**src/rtl/pxl_pkg.sv**
```systemverilog
package pxl_pkg;
  localparam int ADDR_W     = 32;
  localparam int GRAN_W     = 20;               // 1 MB alignment
  localparam int HI_W       = ADDR_W - GRAN_W;  // translated upper field
  localparam int SZ_W       = 4;
  localparam int SZ_LSB     = 4;
  localparam int MAX_SZ     = HI_W - 1;
  localparam int SEL_LSB    = 24;               // cfg high select field in address
  localparam int SEL_W      = ADDR_W - SEL_LSB;
  localparam int SEL_MAPLSB = 8;                // cfg high select field in map
  localparam int KIND_LSB   = 1;
  localparam logic [2:0]  KIND_CFG   = 3'b101;
  localparam logic [15:0] UNLOCK_KEY = 16'hA05F;
  localparam int LOCK_BIT   = 15;

  typedef enum logic [1:0] {
    CYC_MEM = 2'b00,
    CYC_IO  = 2'b01,
    CYC_CFG = 2'b10
  } cyc_t;

  typedef struct packed {
    logic [ADDR_W-1:0] addr;
    cyc_t              kind;
    logic              pref;
  } xlat_t;
endpackage

```
**src/rtl/pxl_rst_sync.sv**
```systemverilog
module pxl_rst_sync (
  input  logic clk,
  input  logic rst_n,
  output logic rst_sync_n
);
  logic [1:0] sync_q;

  always_ff @(posedge clk or negedge rst_n) begin
    if (!rst_n) sync_q <= '0;
    else        sync_q <= {sync_q[0], 1'b1};
  end

  assign rst_sync_n = sync_q[1];
endmodule

```
**src/rtl/pxl_regfile.sv**
```systemverilog
module pxl_regfile import pxl_pkg::*; #(
  parameter int NUM_WIN = 3,
  parameter int CFG_AW  = 3
) (
  input  logic                          clk,
  input  logic                          rst_n,
  input  logic                          cfg_we,
  input  logic [CFG_AW-1:0]             cfg_addr,
  input  logic [ADDR_W-1:0]             cfg_wdata,
  output logic [NUM_WIN-1:0][ADDR_W-1:0] base_o,
  output logic [NUM_WIN-1:0][ADDR_W-1:0] map_o
);
  logic lock_q, lock_d, lock_en;
  logic [NUM_WIN-1:0][ADDR_W-1:0] base_q, map_q;
  logic [NUM_WIN-1:0] base_we, map_we;
  logic sys_sel;

  assign sys_sel = (cfg_addr == '0);

  // lock next state
  always_comb begin
    lock_en = cfg_we && sys_sel;
    if (cfg_wdata[15:0] == UNLOCK_KEY) lock_d = 1'b0;
    else                               lock_d = lock_q | cfg_wdata[LOCK_BIT];
  end

  always_ff @(posedge clk or negedge rst_n) begin
    if (!rst_n)       lock_q <= 1'b1;
    else if (lock_en) lock_q <= lock_d;
  end

  for (genvar i = 0; i < NUM_WIN; i++) begin : g_win_regs
    assign base_we[i] = cfg_we && !lock_q && (cfg_addr == CFG_AW'(1 + i));
    assign map_we[i]  = cfg_we && !lock_q && (cfg_addr == CFG_AW'(1 + NUM_WIN + i));

    always_ff @(posedge clk or negedge rst_n) begin
      if (!rst_n)          base_q[i] <= '0;
      else if (base_we[i]) base_q[i] <= cfg_wdata;
    end

    always_ff @(posedge clk or negedge rst_n) begin
      if (!rst_n)         map_q[i] <= '0;
      else if (map_we[i]) map_q[i] <= cfg_wdata;
    end
  end

  assign base_o = base_q;
  assign map_o  = map_q;

  AST_LOCKED_HOLDS: assert property (@(posedge clk) disable iff (!rst_n)
    (lock_q && cfg_we && !sys_sel) |=> ($stable(base_q) && $stable(map_q)));
  AST_KEY_UNLOCKS: assert property (@(posedge clk) disable iff (!rst_n)
    (cfg_we && sys_sel && cfg_wdata[15:0] == UNLOCK_KEY) |=> !lock_q);
endmodule

```
**src/rtl/pxl_window.sv**
```systemverilog
module pxl_window import pxl_pkg::*; #(
  parameter bit IS_IO = 1'b0
) (
  input  logic [ADDR_W-1:0] base_i,
  input  logic [ADDR_W-1:0] map_i,
  input  logic [ADDR_W-1:0] addr_i,
  output logic              hit_o,
  output xlat_t             res_o
);
  logic [SZ_W-1:0] sz_raw, sz;
  logic [HI_W-1:0] keep;   // 1 = bit lies above the aperture size
  logic [HI_W-1:0] xhi;
  logic            is_cfg;
  logic [ADDR_W-1:0] xa;
  logic unused_bits;

  assign sz_raw = base_i[SZ_LSB +: SZ_W];
  assign sz     = (int'(sz_raw) > MAX_SZ) ? SZ_W'(MAX_SZ) : sz_raw;

  for (genvar k = 0; k < HI_W; k++) begin : g_keep
    assign keep[k] = (k >= int'(sz));
  end

  assign hit_o  = base_i[0] &&
                  (((addr_i[ADDR_W-1:GRAN_W] ^ base_i[ADDR_W-1:GRAN_W]) & keep) == '0);
  assign xhi    = (map_i[ADDR_W-1:GRAN_W] & keep) | (addr_i[ADDR_W-1:GRAN_W] & ~keep);
  assign is_cfg = !IS_IO && (map_i[KIND_LSB +: 3] == KIND_CFG);

  always_comb begin
    xa = {xhi, addr_i[GRAN_W-1:0]};
    if (is_cfg) xa[ADDR_W-1:SEL_LSB] = map_i[SEL_MAPLSB +: SEL_W];
    if (!map_i[0]) xa[1:0] = 2'b00;
  end

  assign res_o.addr = xa;
  assign res_o.kind = IS_IO ? CYC_IO : (is_cfg ? CYC_CFG : CYC_MEM);
  assign res_o.pref = base_i[1];

  assign unused_bits = ^{base_i[GRAN_W-1:SZ_LSB+SZ_W], base_i[3:2],
                         map_i[GRAN_W-1:SEL_MAPLSB+SEL_W], map_i[SEL_MAPLSB-1:KIND_LSB+3]};
endmodule

```
**src/rtl/pxl_select.sv**
```systemverilog
module pxl_select import pxl_pkg::*; #(
  parameter int NUM_WIN = 3
) (
  input  logic                 clk,
  input  logic                 rst_n,
  input  logic                 in_valid,
  input  logic [NUM_WIN-1:0]   hits_i,
  input  xlat_t [NUM_WIN-1:0]  res_i,
  output logic                 valid_o,
  output logic                 miss_o,
  output xlat_t                x_o
);
  logic  any_hit, valid_d, miss_d, load_en;
  logic  valid_q, miss_q;
  xlat_t pick, x_d, x_q;

  // lowest index wins: scan downward so the last assignment is the lowest hit
  always_comb begin
    pick = '0;
    for (int i = NUM_WIN - 1; i >= 0; i--) begin
      if (hits_i[i]) pick = res_i[i];
    end
  end

  always_comb begin
    any_hit = |hits_i;
    valid_d = in_valid && any_hit;
    miss_d  = in_valid && !any_hit;
    x_d     = valid_d ? pick : '0;
    load_en = in_valid || valid_q || miss_q;
  end

  always_ff @(posedge clk or negedge rst_n) begin
    if (!rst_n) begin
      valid_q <= 1'b0;
      miss_q  <= 1'b0;
      x_q     <= '0;
    end else if (load_en) begin
      valid_q <= valid_d;
      miss_q  <= miss_d;
      x_q     <= x_d;
    end
  end

  assign valid_o = valid_q;
  assign miss_o  = miss_q;
  assign x_o     = x_q;

  AST_NOT_BOTH: assert property (@(posedge clk) disable iff (!rst_n)
    !(valid_q && miss_q));
  AST_ONE_CYCLE: assert property (@(posedge clk) disable iff (!rst_n)
    in_valid |=> (valid_q || miss_q));
  AST_IDLE_QUIET: assert property (@(posedge clk) disable iff (!rst_n)
    !in_valid |=> (!valid_q && !miss_q));
  AST_LOW_WINS: assert property (@(posedge clk) disable iff (!rst_n)
    (in_valid && hits_i[0]) |=> (valid_q && x_q == $past(res_i[0])));
endmodule

```
**src/rtl/pci_window_xlat.sv**
```systemverilog
module pci_window_xlat import pxl_pkg::*; #(
  parameter  int NUM_WIN = 3,
  parameter  int IO_WIN  = 2,
  localparam int CFG_AW  = $clog2(2 * NUM_WIN + 1)
) (
  input  logic              clk,
  input  logic              rst_n,
  input  logic              cfg_we,
  input  logic [CFG_AW-1:0] cfg_addr,
  input  logic [31:0]       cfg_wdata,
  input  logic              in_valid,
  input  logic [31:0]       in_addr,
  output logic              out_valid,
  output logic              out_miss,
  output logic [31:0]       out_addr,
  output logic [1:0]        out_type,
  output logic              out_pref
);
  logic rst_int_n;
  logic [NUM_WIN-1:0][ADDR_W-1:0] base_w, map_w;
  logic [NUM_WIN-1:0] hits;
  xlat_t [NUM_WIN-1:0] res;
  xlat_t x_out;

  pxl_rst_sync u_rst (
    .clk        (clk),
    .rst_n      (rst_n),
    .rst_sync_n (rst_int_n)
  );

  pxl_regfile #(.NUM_WIN(NUM_WIN), .CFG_AW(CFG_AW)) u_regs (
    .clk       (clk),
    .rst_n     (rst_int_n),
    .cfg_we    (cfg_we),
    .cfg_addr  (cfg_addr),
    .cfg_wdata (cfg_wdata),
    .base_o    (base_w),
    .map_o     (map_w)
  );

  for (genvar i = 0; i < NUM_WIN; i++) begin : g_win
    pxl_window #(.IS_IO(i == IO_WIN)) u_win (
      .base_i (base_w[i]),
      .map_i  (map_w[i]),
      .addr_i (in_addr),
      .hit_o  (hits[i]),
      .res_o  (res[i])
    );
  end

  pxl_select #(.NUM_WIN(NUM_WIN)) u_sel (
    .clk      (clk),
    .rst_n    (rst_int_n),
    .in_valid (in_valid),
    .hits_i   (hits),
    .res_i    (res),
    .valid_o  (out_valid),
    .miss_o   (out_miss),
    .x_o      (x_out)
  );

  assign out_addr = x_out.addr;
  assign out_type = x_out.kind;
  assign out_pref = x_out.pref;

  AST_MISS_ZERO: assert property (@(posedge clk) disable iff (!rst_int_n)
    out_miss |-> (out_addr == '0 && out_type == 2'b00 && !out_pref));
  AST_IO_WIN_KIND: assert property (@(posedge clk) disable iff (!rst_int_n)
    (in_valid && hits == NUM_WIN'(1 << IO_WIN)) |=> (out_type == CYC_IO));
  AST_NO_MISS_ON_HIT: assert property (@(posedge clk) disable iff (!rst_int_n)
    (in_valid && |hits) |=> out_valid);
endmodule

```
**config.mk**
```make
export PLATFORM = sky130hd
export DESIGN_NAME = pci_window_xlat
export DESIGN_NICKNAME = d
export VERILOG_FILES = /design/src/rtl/pxl_pkg.sv /design/src/rtl/pxl_rst_sync.sv /design/src/rtl/pxl_regfile.sv /design/src/rtl/pxl_window.sv /design/src/rtl/pxl_select.sv /design/src/rtl/pci_window_xlat.sv
export SDC_FILE = /design/constraint.sdc
export NUM_CORES = 1
export LEC_CHECK = 0
export BUFFER_PORTS_ARGS = -buffer_cell sky130_fd_sc_hd__buf_2
export CAP_MARGIN = 20
export CORE_MARGIN = 3
export CORE_UTILIZATION = 57
export DETAILED_ROUTE_END_ITERATION = 10
export PLACE_DENSITY_LB_ADDON = 0.05
export SLEW_MARGIN = 15
export SYNTH_ARGS = -nofsm -noshare
export SYNTH_HDL_FRONTEND = slang
export SYNTH_SLANG_ARGS = --single-unit
export TNS_END_PERCENT = 30
```
**constraint.sdc**
```tcl
create_clock -name clk -period 5.32 [get_ports clk]
set_input_delay 0 -clock clk [delete_from_list [all_inputs] [get_ports clk]]
set_output_delay 0 -clock clk [all_outputs]
set_load 0.005 [all_outputs]
```
==> impl_metrics.tcl, run 1 <==
set metrics [dict create \
    status "completed" \
    fin_skew_ns 0.00736 \
    fin_util_pct 72.2 \
    ys_ff_latch 155 \
    wire_per_inst_um 21.7 \
    yosysWarnings 0 \
    setup-violations-final 0 \
    synth_edf_count 0 \
    p_total_mw 4.22 \
    synth_fa_ha_area_share_pct 0 \
    rsz0062_at_grt "false" \
    start_util_pct 58.9 \
    ant_nets 0 \
    max_freq_mhz 330 \
    slew_viol_final 0 \
    drc 0 \
    synth_compound_area_share_pct 13.0 \
    cpPeakStageDelay_ns 0.63 \
    finalCritPeriodShare_pct 56.9 \
    dp_hpwl_um 12800 \
    cpMaxStageDelayCell "nor4_1" \
    synth_area_sq_mm 0.00753 \
    fill_cells 876 \
    syn_area_per_cell_sq_um 12.9 \
    nets 794 \
    first_iter_violations 429 \
    cp.required_ns 5.68 \
    critPathArrivalTime_ns 3.39 \
    combinationalPowerShare_pct 25.4 \
    cp-start-kind "flip-flop" \
    wl_um 19600 \
    synth_xor_xnor_area_share_pct 4.29 \
    pin_count 108 \
    io_buffers 103 \
    worstPathMaxFanout 27 \
    placed_cells 823 \
    grt_pass1_wl_um 30600 \
    path_delay_family "compound AO/OA/AOI/OAI gates" \
    synth_cells 584 \
    fin_area_sq_mm 0.00922 \
    globalRouteTotalUtil_pct 28.0 \
    num_rows 41 \
    drv_cap 0 \
    synth_most_common_cell "dfrtp_1" \
    clk_latency_ns 0.43 \
    seq_power_share_pct 42.6 \
    yosys.area.top_type "dfrtp_1" \
    crit_type "reg -> reg" \
    antenna_found_initial 0 \
    hp-class "in -> reg" \
    synth_top_area_share_pct 51.2 \
    ys_seq_area_share_pct 51.5 \
    synthSimpleGateAreaFrac_pct 5.70 \
    place_congestion 0.864 \
    synth_cell_types 67 \
    synth_mux_area_share_pct 20.9 \
    synth_flop_cell "dfrtp_1" \
    hold_violations 0 \
    fin_cells 906 \
    swShare_pct 30.1 \
    ir_drop_uv 277 \
    htreeDepth 4 \
    holdWs_ns 0.0231 \
    drive_gt1_share_pct 37.9 \
    post_cts_buffers 0 \
    cts-buffers-inserted 17 \
    grt_pass1_vias 5527 \
    critPathMostFrequentCell "a22o_1" \
    ys_top_cells_by_area "dfrtp_1 51%, mux2_2 17%, mux2i_1 3.6%" \
    viasPerCell 5.98 \
    core_area_sq_mm 0.0128 \
    path_buf_inv 1 \
    grt_max_degree 62 \
    fin_tns_setup_ns 0 \
    cts_resized 0 \
    setup_ws_ns 2.29 \
    intPower_mw 2.95 \
    die_x_um 121 \
    period_needed_ns 3.03 \
    areaGrowthSynthToFinish_pct 22.4 \
    cts.sink_count 155 \
    p_sw_mw 1.27 \
    pwr-share-clk_pct 31.9 \
    leakage_nw 4.18 \
    cts_tree "built" \
    via_count 5422 \
    dr.pass1.iters 5 \
    die_area_sq_mm 0.0146 \
    ys_top_cells_by_count "154 x dfrtp_1, 116 x mux2_2, 29 x nand2_1" \
    gr-total-overflow 0 \
    pre_cts_ws_ns 2.35 \
    worstMarginPinSlew_ns 1.08 \
    die_h_um 121 \
    clk_root_buffer_cell "clkbuf_16" \
    slew_headroom_pct 27.9 \
    path_clk_slew_ns 0.06 \
    synthesis.nets 655 \
    cp_cell_sequence "nor4_1 -> a22o_1 -> a211oi_2 -> o211ai_4 -> inv_2 -> o311ai_1 -> a22o_1" \
    p_per_area_mw_per_mm2 458 \
    synthArstFlopShare_pct 100 \
    n_antenna_cell 0 \
    end_kind "flip-flop" \
    clock_path_buffers 2 \
    synth_top_family_by_area "multiplexers" \
    placed_area_sq_mm 0.00803 \
]
==> metal layers <==
layer / vias to the layer above / track usage [%] / part of all wire, %
met1: 2739 / 37.5 / 43
met4: 0 / 10.1 / 2.5
met3: 35 / 5.69 / 6.0
met2: 202 / 45.5 / 49
li1: 2446 / - / -
met5: - / 0 / 0
==> what timing repair did <==
action,in CTS,in global routing
hold endpoints to repair,138,0
setup endpoints to repair,0,0
hold buffers,53,0
==> final cells by class <==
type / count / area [sq um] / share of cell area, %
tap: 172 / 215 / 2.33
clock buffer: 23 / 498 / 5.40
multi-input combinational: 378 / 3330 / 36.1
sequential: 155 / 3880 / 42.1
clock inverter: 7 / 160 / 1.74
timing repair buffer: 164 / 1110 / 12.0
inverter: 7 / 26.3 / 0.285
==> placed cells by master, fill, tap and decap left out, types with 2 or more instances in the layout <==
master         count
clkbuf_8           5
buf_2            103
xor2_1            15
a221oi_2           2
a21oi_1            7
nor4b_1            2
nand2_1           29
mux2i_1           27
a211o_1            4
dlygate4sd3_1     53
buf_4              8
and2_1             3
nand3b_1           5
o311ai_1           5
a31oi_1            2
nor4_1             2
nor3b_2            2
clkbuf_16         17
a221oi_1           2
clkinv_2           2
nand3_1            8
a22o_1            27
o31ai_1            3
nor2_1            16
a21o_1             3
o21ai_1            3
xnor2_1           20
o2111ai_1          6
inv_1              6
o221ai_1           5
o21ai_0           18
nor3_1             6
dfrtp_1          153
a32o_1             7
bufinv_16          5
o211ai_1           4
mux2_2           116
==> power by group through the flow <==
stage / Sequential (mW) / Combinational, mW / Clock, mW
2_1_floorplan: 1.70 / 0.851 / 0
3_3_place_gp: 1.79 / 1.00 / 0
3_5_place_dp: 1.81 / 1.03 / 0
4_1_cts: 1.79 / 1.07 / 1.36
5_1_grt: 1.84 / 1.16 / 1.41
6_report: 1.80 / 1.07 / 1.35
==> path summary, 6_finish.rpt <==
path / cells after the start / start / endpoint / slack (ns)
max: 7 / u_regs.base_o[7]$_DFFE_PN0P_ / u_sel.x_o[27]$_DFFE_PN0P_ / 2.29
min: 3 / in_valid / u_sel.x_o[0]$_DFFE_PN0P_ / 0.02
max reg2reg: 7 / u_regs.base_o[7]$_DFFE_PN0P_ / u_sel.x_o[27]$_DFFE_PN0P_ / 2.29
min reg2reg: 0 / u_rst.sync_q[1]$_DFF_PN0_ / u_sel.x_o[23]$_DFFE_PN0P_ / 0.30
max in group asynchronous: 1 / u_rst.sync_q[1]$_DFF_PN0_ / u_sel.x_o[31]$_DFFE_PN0P_ / 3.89
min in group asynchronous: 0 / u_rst.sync_q[1]$_DFF_PN0_ / u_sel.x_o[23]$_DFFE_PN0P_ / 0.30
==> registers in the layout, summed over array words and instances, names as in the netlist <==
signal,flops
u_regs.base_o,54
u_sel.valid_o,1
u_sel.x_o,35
u_regs.lock_q,1
u_sel.miss_o,1
u_regs.map_o,61
u_rst.sync_q,2
==> cells by family (layout without fill, tap and decap cells) <==
family,count (synthesis),count (layout)
AOI/OAI and AO/OA,115,115
xor gates and xnor gates,36,36
buffers and inverters,51,201
DFF,155,155
muxes,143,143
other,1,1
and+or+nand+nor,83,83
==> worst register-to-register path, stage by stage (launching register included) <==
cell and delay, ns:
dfrtp_1 0.55, nor4_1 0.63, a22o_1 0.27, a211oi_2 0.07, o211ai_4 0.37, inv_2 0.38, o311ai_1 0.50, a22o_1 0.20
Note: power is estimated with default switching activity, not from simulation.
==> run 2: changes to the inputs <==
==> constraint.sdc (replaced) <==
create_clock -name clk -period 2.8 [get_ports clk]
set_input_delay 0 -clock clk [delete_from_list [all_inputs] [get_ports clk]]
set_output_delay 0 -clock clk [all_outputs]
set_load 0.005 [all_outputs]
==> run 2 against run 1 <==
Sequential share of layout area down 0.55 points. Non-clock buffer count up 20. Critical path depth up 1. Clock skew up 0.00090 ns. Largest cell class unchanged.
==> impl_metrics.tcl, run 2 (synthesized netlist as in run 1, its figures left out) <==
set metrics [dict create \
    status "completed" \
    dr.pass1.iters 9 \
    grt_pass1_wl_um 31700 \
    busiest_layer "met2" \
    hold_violations 0 \
    nets 814 \
    die_x_um 121 \
    grt_max_degree 60 \
    first_iter_violations 457 \
    io_buffers 103 \
    clock_path_buffers 2 \
    hold_depth 3 \
    grt_pass1_vias 5766 \
    hp-class "in -> reg" \
    setup-violations-final 0 \
    die_area_sq_mm 0.0146 \
    critPathArrivalTime_ns 2.91 \
    intPower_mw 5.33 \
    max_freq_mhz 392 \
    p_per_area_mw_per_mm2 841 \
    drv_cap 0 \
    viasPerCell 5.96 \
    layout_commonest_cell "dfrtp_1" \
    pwr-share-clk_pct 29.0 \
    combinationalPowerShare_pct 27.6 \
    antenna_found_initial 0 \
    leakage_nw 4.23 \
    period_needed_ns 2.55 \
    place_congestion 0.842 \
    grt_util_met1_pct 39.3 \
    drc 0 \
    worstPathMaxFanout 20 \
    cts-buffers-inserted 17 \
    final_cell_mix "153 x dfrtp_1, 116 x mux2_2, 103 x buf_2, 53 x dlygate4sd3_1, 29 x nand2_1" \
    fin_skew_ns 0.00825 \
    rr_startpoint "u_regs.base_o[5]$_DFFE_PN0P_" \
    p_sw_mw 2.52 \
    cts_tree "built" \
    gr-total-overflow 0 \
    pin_count 108 \
    cp.required_ns 3.16 \
    r2r_slack_ns 0.25 \
    cp-startpoint "u_regs.base_o[5]$_DFFE_PN0P_" \
    n_antenna_cell 0 \
    globalRouteTotalUtil_pct 28.7 \
    p_total_mw 7.85 \
    htreeDepth 4 \
    drive_gt1_share_pct 39.8 \
    end_kind "flip-flop" \
    clk_latency_ns 0.42 \
    finalCritPeriodShare_pct 91.0 \
    largest_reg_flops 61 \
    crit_type "reg -> reg" \
    num_rows 41 \
    seq_power_share_pct 43.4 \
    setup_ws_ns 0.251 \
    wire_per_inst_um 21.4 \
    rsz0062_at_grt "false" \
    worstRegToRegCells 8 \
    slew_viol_final 0 \
    via_count 5533 \
    grtUsageMet3_pct 5.50 \
    grtUsageMet2_pct 46.1 \
    swShare_pct 32.1 \
    hold_start "in_valid" \
    clk_root_buffer_cell "clkbuf_16" \
    die_h_um 121 \
    ir_drop_uv 575 \
    areaGrowthSynthToFinish_pct 24.0 \
    path_clk_slew_ns 0.06 \
    cts.sink_count 155 \
    start_util_pct 58.9 \
    worst_r2r_endpoint "u_sel.x_o[27]$_DFFE_PN0P_" \
    pre_cts_ws_ns 0.335 \
    worstMarginPinSlew_ns 0.796 \
    wl_um 19800 \
    dp_hpwl_um 13300 \
    fin_tns_setup_ns 0 \
    cp-start-kind "flip-flop" \
    core_area_sq_mm 0.0128 \
    worstHoldEndpoint "u_sel.x_o[34]$_DFFE_PN0P_" \
    ant_nets 0 \
    slew_headroom_pct 47.0 \
]
-- run 2: cell types whose count changed in the layout (fill, tap and decap cells not counted), sizes merged --
cell	before	now
clkinvlp	0	6
clkinv	2	3
bufinv	5	2
inv	7	11
buf	111	131
clkbuf	23	17
-- run 2: critical path: stages (launching register included) --
cell and delay [ns]:
dfrtp_1 0.58, and2_1 0.21, o21ai_0 0.22, a221oi_2 0.50, o211ai_4 0.14, buf_4 0.24, a311o_1 0.28, o311ai_1 0.12
a22o_1 0.18
-- run 2: per-stage QoR --
step	utilization [%]	area, sq um	std cells	hold WS, ns
final	73.1	9340	928	0.0466
after global routing	73.1	9340	928	0.0628
after CTS	73.1	9340	928	0.0152
after detailed placement	64.3	8220	843	-0.209
after global placement	64.3	8220	843	-0.216
after floorplan	-	7530	584	-0.296
-- run 2: what timing repair did --
item / 4_1_cts / 5_1_grt
hold endpoints to repair: 138 / 0
resized for setup: 0 / 0
hold buffers: 53 / 0
buffers inserted: 0 / 0
-- run 2: power by group through the flow --
stage / Sequential [mW] / Clock (mW) / Combinational (mW)
finish: 3.41 / 2.28 / 2.17
global route: 3.49 / 2.42 / 2.36
CTS: 3.40 / 2.31 / 2.16
detailed placement: 3.43 / 0 / 2.08
global placement: 3.38 / 0 / 2.03
floorplan: 3.22 / 0 / 1.62
-- run 2: worst max-delay path by stage --
stage | end | slack [ns] | cells after the start
floorplan | u_regs.base_o[0]$_DFFE_PN0P_ | 0.23 | 0
global placement | u_sel.x_o[32]$_DFFE_PN0P_ | 0.36 | 7
detailed placement | u_sel.x_o[32]$_DFFE_PN0P_ | 0.33 | 7
CTS | u_sel.x_o[32]$_DFFE_PN0P_ | 0.30 | 7
global route | u_sel.x_o[27]$_DFFE_PN0P_ | 0.12 | 6
finish | u_sel.x_o[27]$_DFFE_PN0P_ | 0.25 | 8
-- run 2: layout make-up --
class,count,area [sq um]
Clock buffer,17,425
Inverter,7,26.3
Fill cell,888,3430
Clock inverter,15,166
Tap cell,172,215
Timing Repair Buffer,184,1290
Multi-Input combinational cell,378,3330
Sequential cell,155,3880
-- run 2: metal layers --
metal	routed length, um	vias to the layer above	share of wire [%]
li1	-	2484	-
met2	9860	198	50
met5	0	-	0
met1	8420	2813	42
met3	1110	38	5.6
met4	447	0	2.3
